<file path="src/rtl/otp_pkg.sv">
package otp_pkg;

    localparam int BYTE_W = 8;
    localparam logic [BYTE_W-1:0] MFR_CODE   = 8'h97;
    localparam logic [BYTE_W-1:0] DEV_CODE   = 8'h50;
    localparam logic [BYTE_W-1:0] ERASED     = 8'hFF;
    localparam logic [BYTE_W-1:0] IDLE_BUS   = 8'h00;
    localparam int HV_ADDR_BIT = 9;

    typedef enum logic [2:0] {
        M_STANDBY,
        M_READ,
        M_OUTDIS,
        M_PGM,
        M_VERIFY,
        M_INHIBIT,
        M_SIG
    } mode_e;

endpackage

</file>
<file path="src/rtl/otp_mode_dec.sv">
module otp_mode_dec
    import otp_pkg::*;
(
    input  logic  ce_n,
    input  logic  oe_n,
    input  logic  vpp_on,
    input  logic  a9_hv,
    output mode_e next_mode
);

    // Pin decode; the state register in the top holds the result.
    always_comb begin
        unique case ({ce_n, oe_n})
            2'b00:   next_mode = a9_hv  ? M_SIG     : M_READ;
            2'b01:   next_mode = vpp_on ? M_PGM     : M_OUTDIS;
            2'b10:   next_mode = vpp_on ? M_VERIFY  : M_STANDBY;
            2'b11:   next_mode = vpp_on ? M_INHIBIT : M_STANDBY;
            default: next_mode = M_STANDBY;
        endcase
    end

endmodule

</file>
<file path="src/rtl/otp_array.sv">
module otp_array
    import otp_pkg::*;
#(
    parameter int DEPTH = 16,
    localparam int IDX_W = $clog2(DEPTH)
) (
    input  logic              clk,
    input  logic              rst_n,
    input  logic              erase,
    input  logic              wr_en,
    input  logic [IDX_W-1:0]  wr_idx,
    input  logic [BYTE_W-1:0] wr_data,
    input  logic [IDX_W-1:0]  rd_idx,
    output logic [BYTE_W-1:0] rd_data
);

    logic [BYTE_W-1:0] words [DEPTH];

    for (genvar w = 0; w < DEPTH; w++) begin : g_word
        logic [BYTE_W-1:0] word_q;
        always_ff @(posedge clk or negedge rst_n) begin
            if (!rst_n)
                word_q <= ERASED;
            else if (erase)
                word_q <= ERASED;
            else if (wr_en && (wr_idx == IDX_W'(w)))
                word_q <= word_q & wr_data;
        end
        assign words[w] = word_q;
    end

    assign rd_data = words[rd_idx];

    // the edge after erase shows an erased byte at any read index
    a_r4_erase_all_ones: assert property (@(posedge clk) disable iff (!rst_n)
        erase |=> (rd_data == ERASED));

    // with a steady read index and no erase, no bit may go from 0 to 1
    a_r6_no_bit_rises: assert property (@(posedge clk) disable iff (!rst_n)
        (!$past(erase) && (rd_idx == $past(rd_idx)))
            |-> ((rd_data & ~$past(rd_data)) == '0));

endmodule

</file>
<file path="src/rtl/otp_out_mux.sv">
module otp_out_mux
    import otp_pkg::*;
#(
    parameter int ADDR_W = 12
) (
    input  mode_e             mode_q,
    input  logic [ADDR_W-1:0] addr_q,
    input  logic [BYTE_W-1:0] rd_data,
    output logic [BYTE_W-1:0] data_out,
    output logic              data_oe,
    output logic              low_power
);

    localparam logic [ADDR_W-1:0] SIG_FREE =
        ADDR_W'(1) | (ADDR_W'(1) << HV_ADDR_BIT);

    logic                sig_clean;
    logic [BYTE_W-1:0]   sig_byte;

    assign sig_clean = ((addr_q & ~SIG_FREE) == '0);
    assign sig_byte  = !sig_clean ? ERASED : (addr_q[0] ? DEV_CODE : MFR_CODE);

    always_comb begin
        data_out  = IDLE_BUS;
        data_oe   = 1'b0;
        low_power = 1'b0;
        unique case (mode_q)
            M_READ, M_VERIFY: begin
                data_out = rd_data;
                data_oe  = 1'b1;
            end
            M_SIG: begin
                data_out = sig_byte;
                data_oe  = 1'b1;
            end
            M_STANDBY, M_INHIBIT: low_power = 1'b1;
            M_OUTDIS, M_PGM:      ;
            default:              ;
        endcase
    end

endmodule

</file>
<file path="src/rtl/otp_byte_mem.sv">
module otp_byte_mem
    import otp_pkg::*;
#(
    parameter int ADDR_W = 12,
    parameter int DEPTH  = 16,
    localparam int IDX_W = $clog2(DEPTH)
) (
    input  logic              clk,
    input  logic              rst_n,
    input  logic              erase,
    input  logic [ADDR_W-1:0] addr,
    input  logic [BYTE_W-1:0] data_in,
    input  logic              ce_n,
    input  logic              oe_n,
    input  logic              vpp_on,
    input  logic              a9_hv,
    output logic [BYTE_W-1:0] data_out,
    output logic              data_oe,
    output logic              low_power
);

    mode_e             next_mode;
    mode_e             mode_q;
    logic [ADDR_W-1:0] addr_q;
    logic [IDX_W-1:0]  pend_idx;
    logic [BYTE_W-1:0] pend_data;
    logic              wr_en;
    logic [BYTE_W-1:0] rd_data;

    otp_mode_dec u_dec (
        .ce_n      (ce_n),
        .oe_n      (oe_n),
        .vpp_on    (vpp_on),
        .a9_hv     (a9_hv),
        .next_mode (next_mode)
    );

    // State register; PGM also latches the pending write.
    always_ff @(posedge clk or negedge rst_n) begin
        if (!rst_n) begin
            mode_q    <= M_STANDBY;
            addr_q    <= '0;
            pend_idx  <= '0;
            pend_data <= ERASED;
        end else begin
            mode_q <= next_mode;
            addr_q <= addr;
            if (next_mode == M_PGM) begin
                pend_idx  <= addr[IDX_W-1:0];
                pend_data <= data_in;
            end
        end
    end

    // Transition PGM -> (ce_n high) commits the write.
    assign wr_en = (mode_q == M_PGM) && ce_n;

    otp_array #(.DEPTH(DEPTH)) u_array (
        .clk     (clk),
        .rst_n   (rst_n),
        .erase   (erase),
        .wr_en   (wr_en),
        .wr_idx  (pend_idx),
        .wr_data (pend_data),
        .rd_idx  (addr_q[IDX_W-1:0]),
        .rd_data (rd_data)
    );

    otp_out_mux #(.ADDR_W(ADDR_W)) u_out (
        .mode_q    (mode_q),
        .addr_q    (addr_q),
        .rd_data   (rd_data),
        .data_out  (data_out),
        .data_oe   (data_oe),
        .low_power (low_power)
    );

    // the bus is driven only after output enable was low
    a_r1_drive_needs_oe: assert property (@(posedge clk) disable iff (!rst_n)
        data_oe |-> $past(!oe_n));

    // enable high without programming voltage means power-down
    a_r3_power_down: assert property (@(posedge clk) disable iff (!rst_n)
        $past(ce_n && !vpp_on) |-> (low_power && !data_oe));

    // inhibit pins keep the bus quiet
    a_r8_inhibit_quiet: assert property (@(posedge clk) disable iff (!rst_n)
        $past(ce_n && oe_n && vpp_on) |-> (low_power && !data_oe));

    // identifier mode only shows the two codes or the blank byte
    a_r9_sig_codes: assert property (@(posedge clk) disable iff (!rst_n)
        $past(!ce_n && !oe_n && a9_hv)
            |-> (data_oe && (data_out == MFR_CODE || data_out == DEV_CODE
                             || data_out == ERASED)));

endmodule

</file>
<file path="config.mk">
export PLATFORM = sky130hd
export DESIGN_NAME = otp_byte_mem
export DESIGN_NICKNAME = d
export VERILOG_FILES = /design/src/rtl/otp_pkg.sv /design/src/rtl/otp_mode_dec.sv /design/src/rtl/otp_array.sv /design/src/rtl/otp_out_mux.sv /design/src/rtl/otp_byte_mem.sv
export SDC_FILE = /design/constraint.sdc
export NUM_CORES = 1
export LEC_CHECK = 0
export CORE_MARGIN = 10
export CORE_UTILIZATION = 60
export DETAILED_ROUTE_END_ITERATION = 16
export PLACE_DENSITY = 0.82
export SYNTH_ARGS = -nofsm -noshare
export SYNTH_HDL_FRONTEND = slang
export SYNTH_SLANG_ARGS = --single-unit
</file>
<file path="constraint.sdc">
create_clock -name clk -period 2.7 [get_ports clk]
set_input_delay 0.54 -clock clk [delete_from_list [all_inputs] [get_ports clk]]
set_output_delay 0.54 -clock clk [all_outputs]
set_load 0.03 [all_outputs]
</file>
==> results.py, run 1 <==
metrics = {
    "clock_tree": {
        "insertion_delay_ns": 0.43,
        "cts-root-buf": "clkbuf_16",
        "cts_tree": "built",
        "htree_num_levels": 4,
        "numCtsBuffers": 17,
        "path_clk_slew_ns": 0.06,
        "cts_buffer_depth": 2,
        "cts_hold_buffers": 0,
        "cts.sinks": 154,
    },
    "sta": {
        "fin_crit_ns": 2.924,
        "setup_violations": 8,
        "whs_ns": 0.01430,
        "fmax_mhz": 341.9,
        "relSlewSlack_pct": 57.29,
        "timing.final.ws_setup_ns": -0.2245,
        "worst_pin_slew_ns": 0.6406,
        "rsz0062_at_grt": "yes",
        "slew_violations": 0,
        "final.setup_skew_ns": 0.006637,
        "post-route-period-util_pct": 108.3,
        "hold_viol_final": 0,
    },
    "layout": {
        "final_cells": 815,
        "register_area_mm2": 0.004025,
        "drive_gt1_share_pct": 42.86,
        "multi_input_area_mm2": 0.003014,
        "final_common_cell": "dfstp_2",
        "finalNetCount": 686,
        "syn2layout_area_growth_pct": 21.13,
        "final_cell_mix": "dfstp_2, nand2b_1, o21ai_0",
        "nFillCells": 719,
        "diodes": 0,
        "final_core_util_pct": 75.30,
    },
    "die": {
        "dieArea_mm2": 0.01676,
        "ioPinCount": 37,
        "die_x_um": 129.5,
        "coreArea_mm2": 0.01156,
        "initial_core_util_pct": 62.17,
        "rows": 39,
        "die_h_um": 129.5,
    },
    "drt": {
        "vias_per_cell": 6.258,
        "antenna_left": 0,
        "routed_wl_um": 17650,
        "vias": 5100,
        "dr.pass1.iters": 5,
        "wire_per_inst_um": 21.66,
        "drt-initial-drc-count": 551,
        "drc": 0,
    },
    "synthesis": {
        "ys_seq_area_share_pct": 55.97,
        "syn_area_per_cell_um2": 12.23,
        "ys_ff_latch": 154,
        "netlist_area_mm2": 0.007189,
        "synthCells": 588,
        "ys_types": 43,
        "synth_warnings": 0,
        "syn_nets": 615,
    },
    "global_routing": {
        "track_usage_pct": 22.45,
        "grt_pass1_vias": 5432,
        "overflow": 0,
        "antenna_found_initial": 0,
        "grt_max_degree": 85,
        "grt_pass1_wl_um": 28670,
    },
    "setup_path": {
        "reg2reg_depth": 7,
        "critPathCaptureType": "output port",
        "r2r-end": "u_array.g_word[4].word_q[5]",
        "worstReg2RegStart": "mode_q[1]",
        "worst_ep_required_time_ns": 2.16,
        "path_max_fanout": 7,
        "critical_path_arrival_ns": 2.38,
        "path_class": "reg -> out",
        "startpoint_type": "register",
        "crit_path_end": "data_out[2]",
        "cp-startpoint": "addr_q[0]",
        "rrSetupSlack_ns": 1.00,
    },
    "outcome": {
        "status": "complete, but fails checks",
        "violations": "negative setup slack",
    },
    "job": {
        "drv_cap": 0,
    },
    "power_and_ir_drop": {
        "power.leakage_uw": 0.003233,
        "power.density_mw_per_mm2": 635.5,
        "peakVddDrop_mv": 0.5647,
        "fin_total_pwr_uw": 5534,
    },
    "place": {
        "dpl.cell_count": 774,
        "portBuffers": 35,
        "routabilityCongestion": 0.8371,
        "hpwlAfterDp_um": 11070,
        "dpl_worst_slack_ns": -0.2922,
    },
    "hold_path": {
        "holdCritPathClass": "in -> async",
    },
}
repair_timing:
action,CTS,global route
setup buffers,8,2
setup endpoints to repair,8,8
pin swaps,6,8
hold endpoints to repair,0,0
gates resized for setup,81,9
cells by family (layout without fill, tap and decap cells):
| group | count (synthesis) | in the layout | synth area share [%] |
|---|---|---|---|
| flip-flops | 154 | 154 | 55.97 |
| buffers and inverters | 39 | 123 | 3.045 |
| XOR/XNOR | 2 | 2 | 0.2437 |
| AO/OA/AOI/OAI | 144 | 144 | 10.49 |
| multiplexers | 59 | 59 | 13.68 |
| AND/OR/NAND/NOR | 190 | 190 | 16.57 |
how the worst min path moves through the flow:
stage,start,end
after floorplan,rst_n,addr_q[0]
after global placement,rst_n,addr_q[4]
after detailed placement,u_array.g_word[6].word_q[0],u_array.g_word[6].word_q[0]
after CTS,rst_n,addr_q[6]
after global routing,rst_n,addr_q[6]
final,rst_n,addr_q[6]
area by class of cell:
class                      count  area share (%)
timing repair buffer          91           10.19
sequential                   154           46.22
clock inverter                 9           1.667
multi-input combinational    395           34.61
clock buffer                  23           5.259
tap                          143           2.055
state kept, by name, indices dropped and copies added (netlist names):
signal and cells:
mode_q 3, pend_data 8, addr_q 11, pend_idx 4, u_array.g_word.word_q 128
report_power, final:
part	switching (µW)	internal (µW)	leakage, µW	total [µW]
Combinational	255	255	0.00129	510
Sequential	157	2400	0.00164	2550
Clock	908	1560	0.000299	2470
per-layer routing:
| metal | global-route usage [%] | part of all wire (%) |
|---|---|---|
| met1 | 27.18 | 41 |
| met5 | 0 | 0 |
| met4 | 11.24 | 2.2 |
| met2 | 37.14 | 50 |
| met3 | 5.261 | 6.3 |
cell usage after synthesis (all sizes together):
library cell / instances / area (µm²)
nor4: 1 / 6.260
and3: 2 / 12.51
and2: 2 / 12.51
clkbuf: 30 / 152.6
a21o: 1 / 7.510
o31ai: 1 / 7.510
a21oi: 1 / 5.000
nor4b: 1 / 8.760
or3: 5 / 31.28
nand3b: 3 / 22.52
nand4b: 8 / 70.07
xnor2: 1 / 8.760
mux2i: 18 / 180.2
dfrtp: 18 / 450.4
or2: 2 / 12.51
a2bb2oi: 1 / 8.760
a32oi: 2 / 17.52
nand2: 4 / 15.01
o211ai: 1 / 7.510
nand2b: 129 / 807.0
nand4: 4 / 25.02
nand3: 2 / 10.01
buf: 9 / 66.31
o22ai: 1 / 6.260
nor2: 14 / 52.55
nand4bb: 4 / 45.04
mux4: 28 / 656.9
nor4bb: 1 / 10.01
a22o: 1 / 8.760
a211oi: 1 / 7.510
o31a: 1 / 8.760
o311ai: 1 / 8.760
o21ai: 132 / 660.6
dfstp: 136 / 3573
mux2: 13 / 146.4
nor3: 3 / 15.01
xor2: 1 / 8.760
nor2b: 4 / 25.02
and4b: 1 / 10.01
worst max-delay path: stages (launching register included):
cell,delay [ns]
dfrtp_2,0.39
buf_6,0.12
buf_12,0.12
mux4_2,0.50
mux2i_2,0.19
nor2_1,0.08
or3_1,0.39
buf_6,0.16
metrics by stage:
stage | setup TNS, ns | cell area [µm²]
finish | -1.295 | 8708
global route | -1.795 | 8708
CTS | -1.201 | 8677
detailed placement | -1.729 | 7923
global placement | -1.497 | 7923
floorplan | 0 | 7189
Note: power is estimated with default switching activity, not from simulation.
==> run 2: changes to the inputs <==
--- a/config.mk
+++ b/config.mk
@@ -8,6 +8,8 @@
 export CORE_MARGIN = 10
 export CORE_UTILIZATION = 60
 export DETAILED_ROUTE_END_ITERATION = 16
+export GPL_ROUTABILITY_DRIVEN = 0
+export HOLD_SLACK_MARGIN = 0.02
 export PLACE_DENSITY = 0.82
 export SYNTH_ARGS = -nofsm -noshare
 export SYNTH_HDL_FRONTEND = slang
==> run 2 against run 1 <==
  * The flow still finishes with violations (negative setup slack)
  * Sequential power barely moved
  * Worst setup slack got worse by 0.0014 ns
  * Clock power barely moved
==> results.py, run 2 (synthesis gave the netlist of run 1 again) <==
metrics = {
    "outcome": {
        "status": "complete, but fails checks",
        "violations": "negative setup slack",
    },
    "place": {
        "dpl_worst_slack_ns": -0.2922,
        "placed_cell_area_mm2": 0.007923,
        "portBuffers": 35,
        "hpwlAfterDp_um": 11070,
    },
    "setup_path": {
        "path_class": "reg -> out",
        "path_max_fanout": 7,
        "worstReg2RegStart": "mode_q[1]",
        "startpoint_type": "register",
        "r2r-end": "u_array.g_word[4].word_q[5]",
        "reg2reg_depth": 7,
        "worst_ep_required_time_ns": 2.16,
        "critical_path_arrival_ns": 2.39,
        "rrSetupSlack_ns": 1.00,
        "critPathCaptureType": "output port",
    },
    "drt": {
        "wire_per_inst_um": 21.67,
        "drt-initial-drc-count": 553,
        "drc": 0,
        "routed_wl_um": 17710,
        "antenna_left": 0,
        "dr.pass1.iters": 8,
        "vias_per_cell": 6.224,
        "vias": 5085,
    },
    "global_routing": {
        "use_met3_pct": 5.016,
        "grt_pass1_vias": 5442,
        "track_usage_pct": 22.49,
        "grt-busiest-layer": "met2",
        "grt_max_degree": 85,
        "antenna_found_initial": 0,
        "grt_pass1_wl_um": 28720,
        "met2_usage_pct": 37.20,
        "overflow": 0,
        "use_met1_pct": 27.36,
    },
    "layout": {
        "drive_gt1_share_pct": 42.88,
        "final_cell_mix": "dfstp_2, nand2b_1, o21ai_0",
        "diodes": 0,
        "largest_reg_flops": 128,
        "top_register": "u_array.g_word.word_q",
        "largestRegisters": "u_array.g_word.word_q (128), addr_q (11), pend_data (8)",
        "syn2layout_area_growth_pct": 21.37,
        "final_common_cell": "dfstp_2",
        "design_area_mm2": 0.008726,
        "finalNetCount": 688,
    },
    "power_and_ir_drop": {
        "peakVddDrop_mv": 0.5630,
        "power.leakage_uw": 0.003242,
        "power.density_mw_per_mm2": 634.1,
    },
    "hold_path": {
        "whs_path_depth": 2,
        "min_to": "u_array.g_word[0].word_q[6]",
        "holdCritPathClass": "reg -> reg",
        "hp-start": "u_array.g_word[0].word_q[6]",
    },
    "sta": {
        "worst_pin_slew_ns": 0.6383,
        "fin_crit_ns": 2.926,
        "fmax_mhz": 341.8,
        "relSlewSlack_pct": 57.45,
        "setup_violations": 8,
        "slew_violations": 0,
        "timing.final.ws_setup_ns": -0.2258,
        "rsz0062_at_grt": "yes",
        "final.setup_skew_ns": 0.006675,
        "post-route-period-util_pct": 108.4,
        "hold_viol_final": 0,
    },
    "clock_tree": {
        "cts.sinks": 154,
        "cts_buffer_depth": 2,
        "path_clk_slew_ns": 0.06,
        "insertion_delay_ns": 0.43,
        "cts-root-buf": "clkbuf_16",
        "htree_num_levels": 4,
        "cts_tree": "built",
        "numCtsBuffers": 17,
    },
    "job": {
        "drv_cap": 0,
    },
    "die": {
        "dieArea_mm2": 0.01676,
        "rows": 39,
        "coreArea_mm2": 0.01156,
        "die_x_um": 129.5,
        "ioPinCount": 37,
        "initial_core_util_pct": 62.17,
        "die_h_um": 129.5,
    },
}
[run 2: through the flow]
step | std cells | utilization, % | TNS [ns] | power, µW | hold slack, ns
final | 817 | 75.45 | -1.287 | 5533 | 0.4822
after global routing | 817 | 75.45 | -1.775 | 5708 | 0.4997
after CTS | 815 | 75.12 | -1.201 | 5539 | 0.4834
after detailed placement | 774 | 68.51 | -1.729 | 3045 | 0.4732
after global placement | 774 | 68.51 | -1.497 | 3021 | 0.4647
after floorplan | 588 | - | 0 | 2794 | 0.2444
[run 2: how the worst max path moves through the flow]
stage          depth (start not counted)       from     endpoint
6_report                               7  addr_q[0]  data_out[2]
5_1_grt                                7  addr_q[0]  data_out[7]
4_1_cts                                7  addr_q[0]  data_out[2]
3_5_place_dp                           6  addr_q[0]  data_out[7]
3_3_place_gp                           6  addr_q[0]  data_out[1]
2_1_floorplan                          5  addr_q[2]  data_out[3]
[run 2: layout make-up]
cell class	instances	area, µm²
Sequential cell	154	4025
Multi-Input combinational cell	395	3014
Fill cell	717	2839
Timing Repair Buffer	93	904.6
Clock buffer	23	457.9
Tap cell	143	178.9
Clock inverter	9	145.1
[run 2: what timing repair did]
item,4_1_cts,5_1_grt
hold buffers,1,0
endpoints found under the hold margin,1,0
gates resized for setup,81,9
pin swaps,6,8
setup endpoints to repair,8,8
setup buffers,8,3
[run 2: power breakdown]
part	switching (µW)	leakage, µW	internal (µW)	total, µW
registers	156	0.00164	2400	2550
logic	255	0.00130	257	512
clock network	906	0.000299	1560	2470
total	1320	0.00324	4220	5530
[run 2: critical path: stages, from the launching register on]
cell	delay (ns)
dfrtp_2	0.39
buf_6	0.12
buf_12	0.12
mux4_2	0.50
mux2i_2	0.19
nor2_1	0.08
or3_1	0.39
buf_6	0.16
[run 2: per-layer routing]
layer | share of wire [%] | vias up
li1 | - | 2234
met1 | 41 | 2596
met2 | 51 | 212
met3 | 6.1 | 43
met4 | 2.2 | 0
met5 | 0 | -
==> run 3: changes to the inputs <==
==> constraint.sdc (replaced) <==
create_clock -name clk -period 3.2 [get_ports clk]
set_input_delay 0.64 -clock clk [delete_from_list [all_inputs] [get_ports clk]]
set_output_delay 0.64 -clock clk [all_outputs]
set_load 0.03 [all_outputs]
==> run 3 against run 2 <==
  * The run now ends clean
  * Sequential power down 15%
  * Combinational power is 29% lower
  * Core utilization decreased by 3.2 points
  * Sequential share of layout area up 2.1 points
  * Critical endpoint is now data_out[6]
  * Critical path type unchanged
  * Register-to-register slack barely moved
  * Global-route usage shrank 0.64 points
  * Cell area decreased by 4.2%
  * Non-clock buffer count decreased by 29
  * Worst setup slack improved by 0.31 ns
  * Total power is 18% lower
==> results.py, run 3 (synthesis gave the netlist of run 1 again) <==
metrics = {
    "outcome": {
        "status": "finished, final reports clean",
    },
    "power_and_ir_drop": {
        "peakVddDrop_mv": 0.5454,
        "power.density_mw_per_mm2": 540.7,
        "power.leakage_uw": 0.003049,
    },
    "global_routing": {
        "grt_pass1_vias": 5328,
        "grt_pass1_wl_um": 28110,
        "antenna_found_initial": 0,
        "track_usage_pct": 21.85,
        "overflow": 0,
        "grt_max_degree": 66,
    },
    "layout": {
        "syn2layout_area_growth_pct": 16.27,
        "final_cells": 786,
        "largest_reg_flops": 128,
        "nFillCells": 749,
        "top_register": "u_array.g_word.word_q",
        "final_common_cell": "dfstp_2",
        "diodes": 0,
        "final_core_util_pct": 72.28,
        "finalNetCount": 659,
        "final_cell_mix": "dfstp_2, o21ai_0, nand2b_1",
        "largestRegisters": "u_array.g_word.word_q (128), addr_q (11), pend_data (8)",
        "drive_gt1_share_pct": 37.95,
        "design_area_mm2": 0.008359,
    },
    "drt": {
        "routed_wl_um": 17270,
        "dr.pass1.iters": 5,
        "wire_per_inst_um": 21.97,
        "vias_per_cell": 6.331,
        "drc": 0,
        "drt-initial-drc-count": 497,
        "vias": 4976,
        "antenna_left": 0,
    },
    "clock_tree": {
        "numCtsBuffers": 17,
        "htree_num_levels": 4,
        "cts_buffer_depth": 2,
        "cts-root-buf": "clkbuf_16",
        "path_clk_slew_ns": 0.06,
        "cts_tree": "built",
        "cts_hold_buffers": 0,
        "insertion_delay_ns": 0.42,
        "cts.sinks": 154,
    },
    "sta": {
        "final.setup_skew_ns": 0.006397,
        "hold_viol_final": 0,
        "setup_violations": 0,
        "fin_setup_tns_ns": 0,
        "fmax_mhz": 321.1,
        "worst_pin_slew_ns": 0.8713,
        "timing.final.ws_setup_ns": 0.08553,
        "slew_violations": 0,
        "fin_crit_ns": 3.114,
        "relSlewSlack_pct": 41.91,
        "post-route-period-util_pct": 97.33,
        "rsz0062_at_grt": "yes",
    },
    "setup_path": {
        "startpoint_type": "register",
        "reg2reg_depth": 4,
        "cpLargestDelayFamily": "multiplexers",
        "cp_slowest_stage_delay_ns": 0.53,
        "worst_ep_required_time_ns": 2.56,
        "worst-path-buf-inv": 2,
        "crit_chain": "buf_12, mux4_2, mux2i_1, or2_2, o211ai_1, dlygate4sd2_1",
        "path_class": "reg -> out",
        "slowest_stage": "mux4_2",
        "crit_cells": 6,
        "critical_path_arrival_ns": 2.47,
        "path_max_fanout": 23,
        "critPathCaptureType": "output port",
    },
    "die": {
        "die_h_um": 129.5,
        "ioPinCount": 37,
        "initial_core_util_pct": 62.17,
        "die_x_um": 129.5,
        "dieArea_mm2": 0.01676,
        "coreArea_mm2": 0.01156,
        "rows": 39,
    },
    "job": {
        "drv_cap": 0,
    },
    "place": {
        "placed_cell_area_mm2": 0.007720,
        "dpl.cell_count": 750,
        "dpl_worst_slack_ns": 0.05707,
        "hpwlAfterDp_um": 10770,
        "portBuffers": 35,
    },
    "hold_path": {
        "holdCritPathClass": "in -> async",
    },
}
run 3: cell types whose count changed in the layout (fill, tap and decap cells not counted), sizes merged:
cell / previous run / this run
clkbuf: 23 / 24
bufinv: 4 / 2
dlygate4sd2: 0 / 2
dlygate4sd3: 1 / 0
clkinvlp: 0 / 1
buf: 67 / 35
run 3: worst paths after layout:
kind                                             start                          end  slack [ns]
max                                          addr_q[1]                  data_out[6]        0.09
min                                              rst_n                   addr_q[10]        0.18
max reg2reg                                  mode_q[2]  u_array.g_word[0].word_q[5]        1.00
min reg2reg                u_array.g_word[0].word_q[7]  u_array.g_word[0].word_q[7]        0.48
max in group asynchronous                        rst_n  u_array.g_word[4].word_q[7]        2.21
min in group clk           u_array.g_word[0].word_q[7]  u_array.g_word[0].word_q[7]        0.48
run 3: worst register-to-register path, stage by stage, from the launching register on:
cell	delay [ns]
dfrtp_1	0.43
and4b_1	0.63
nand4bb_1	0.56
o21ai_0	0.42
nand2b_1	0.09
run 3: cell type report:
type | instances | area, µm² | share of cell area [%]
Timing Repair Buffer | 64 | 601.8 | 7.200
Sequential cell | 154 | 4029 | 48.20
Clock buffer | 22 | 495.5 | 5.927
Multi-Input combinational cell | 395 | 2962 | 35.43
Tap cell | 143 | 178.9 | 2.140
Clock inverter | 8 | 92.59 | 1.108
run 3: what timing repair did:
item                       CTS  global route
buffers inserted             2             4
gates cloned                 0             0
gates resized for setup     24            13
setup endpoints to repair    8             7
pin swaps                    0             0
run 3: through the flow:
stage / total power [µW] / hold WS [ns]
floorplan: 2357 / 0.3444
CTS: 4538 / 0.1834
detailed placement: 2548 / 0.4737
finish: 4520 / 0.1767
global route: 4667 / 0.1991
global placement: 2527 / 0.4654
run 3: metal layers:
metal | wire [µm] | share of wire [%] | track usage (%) | vias to the layer above
li1 | - | - | - | 2171
met1 | 6909 | 40 | 26.20 | 2600
met2 | 9015 | 52 | 37.14 | 169
met3 | 952 | 5.5 | 5.465 | 36
met4 | 392 | 2.3 | 8.862 | 0
met5 | 0 | 0 | 0 | -
run 3: power by group:
group          total (µW)  switching, µW  internal, µW
Clock                2000            756          1240
Combinational         364            191           173
Sequential           2160            136          2020
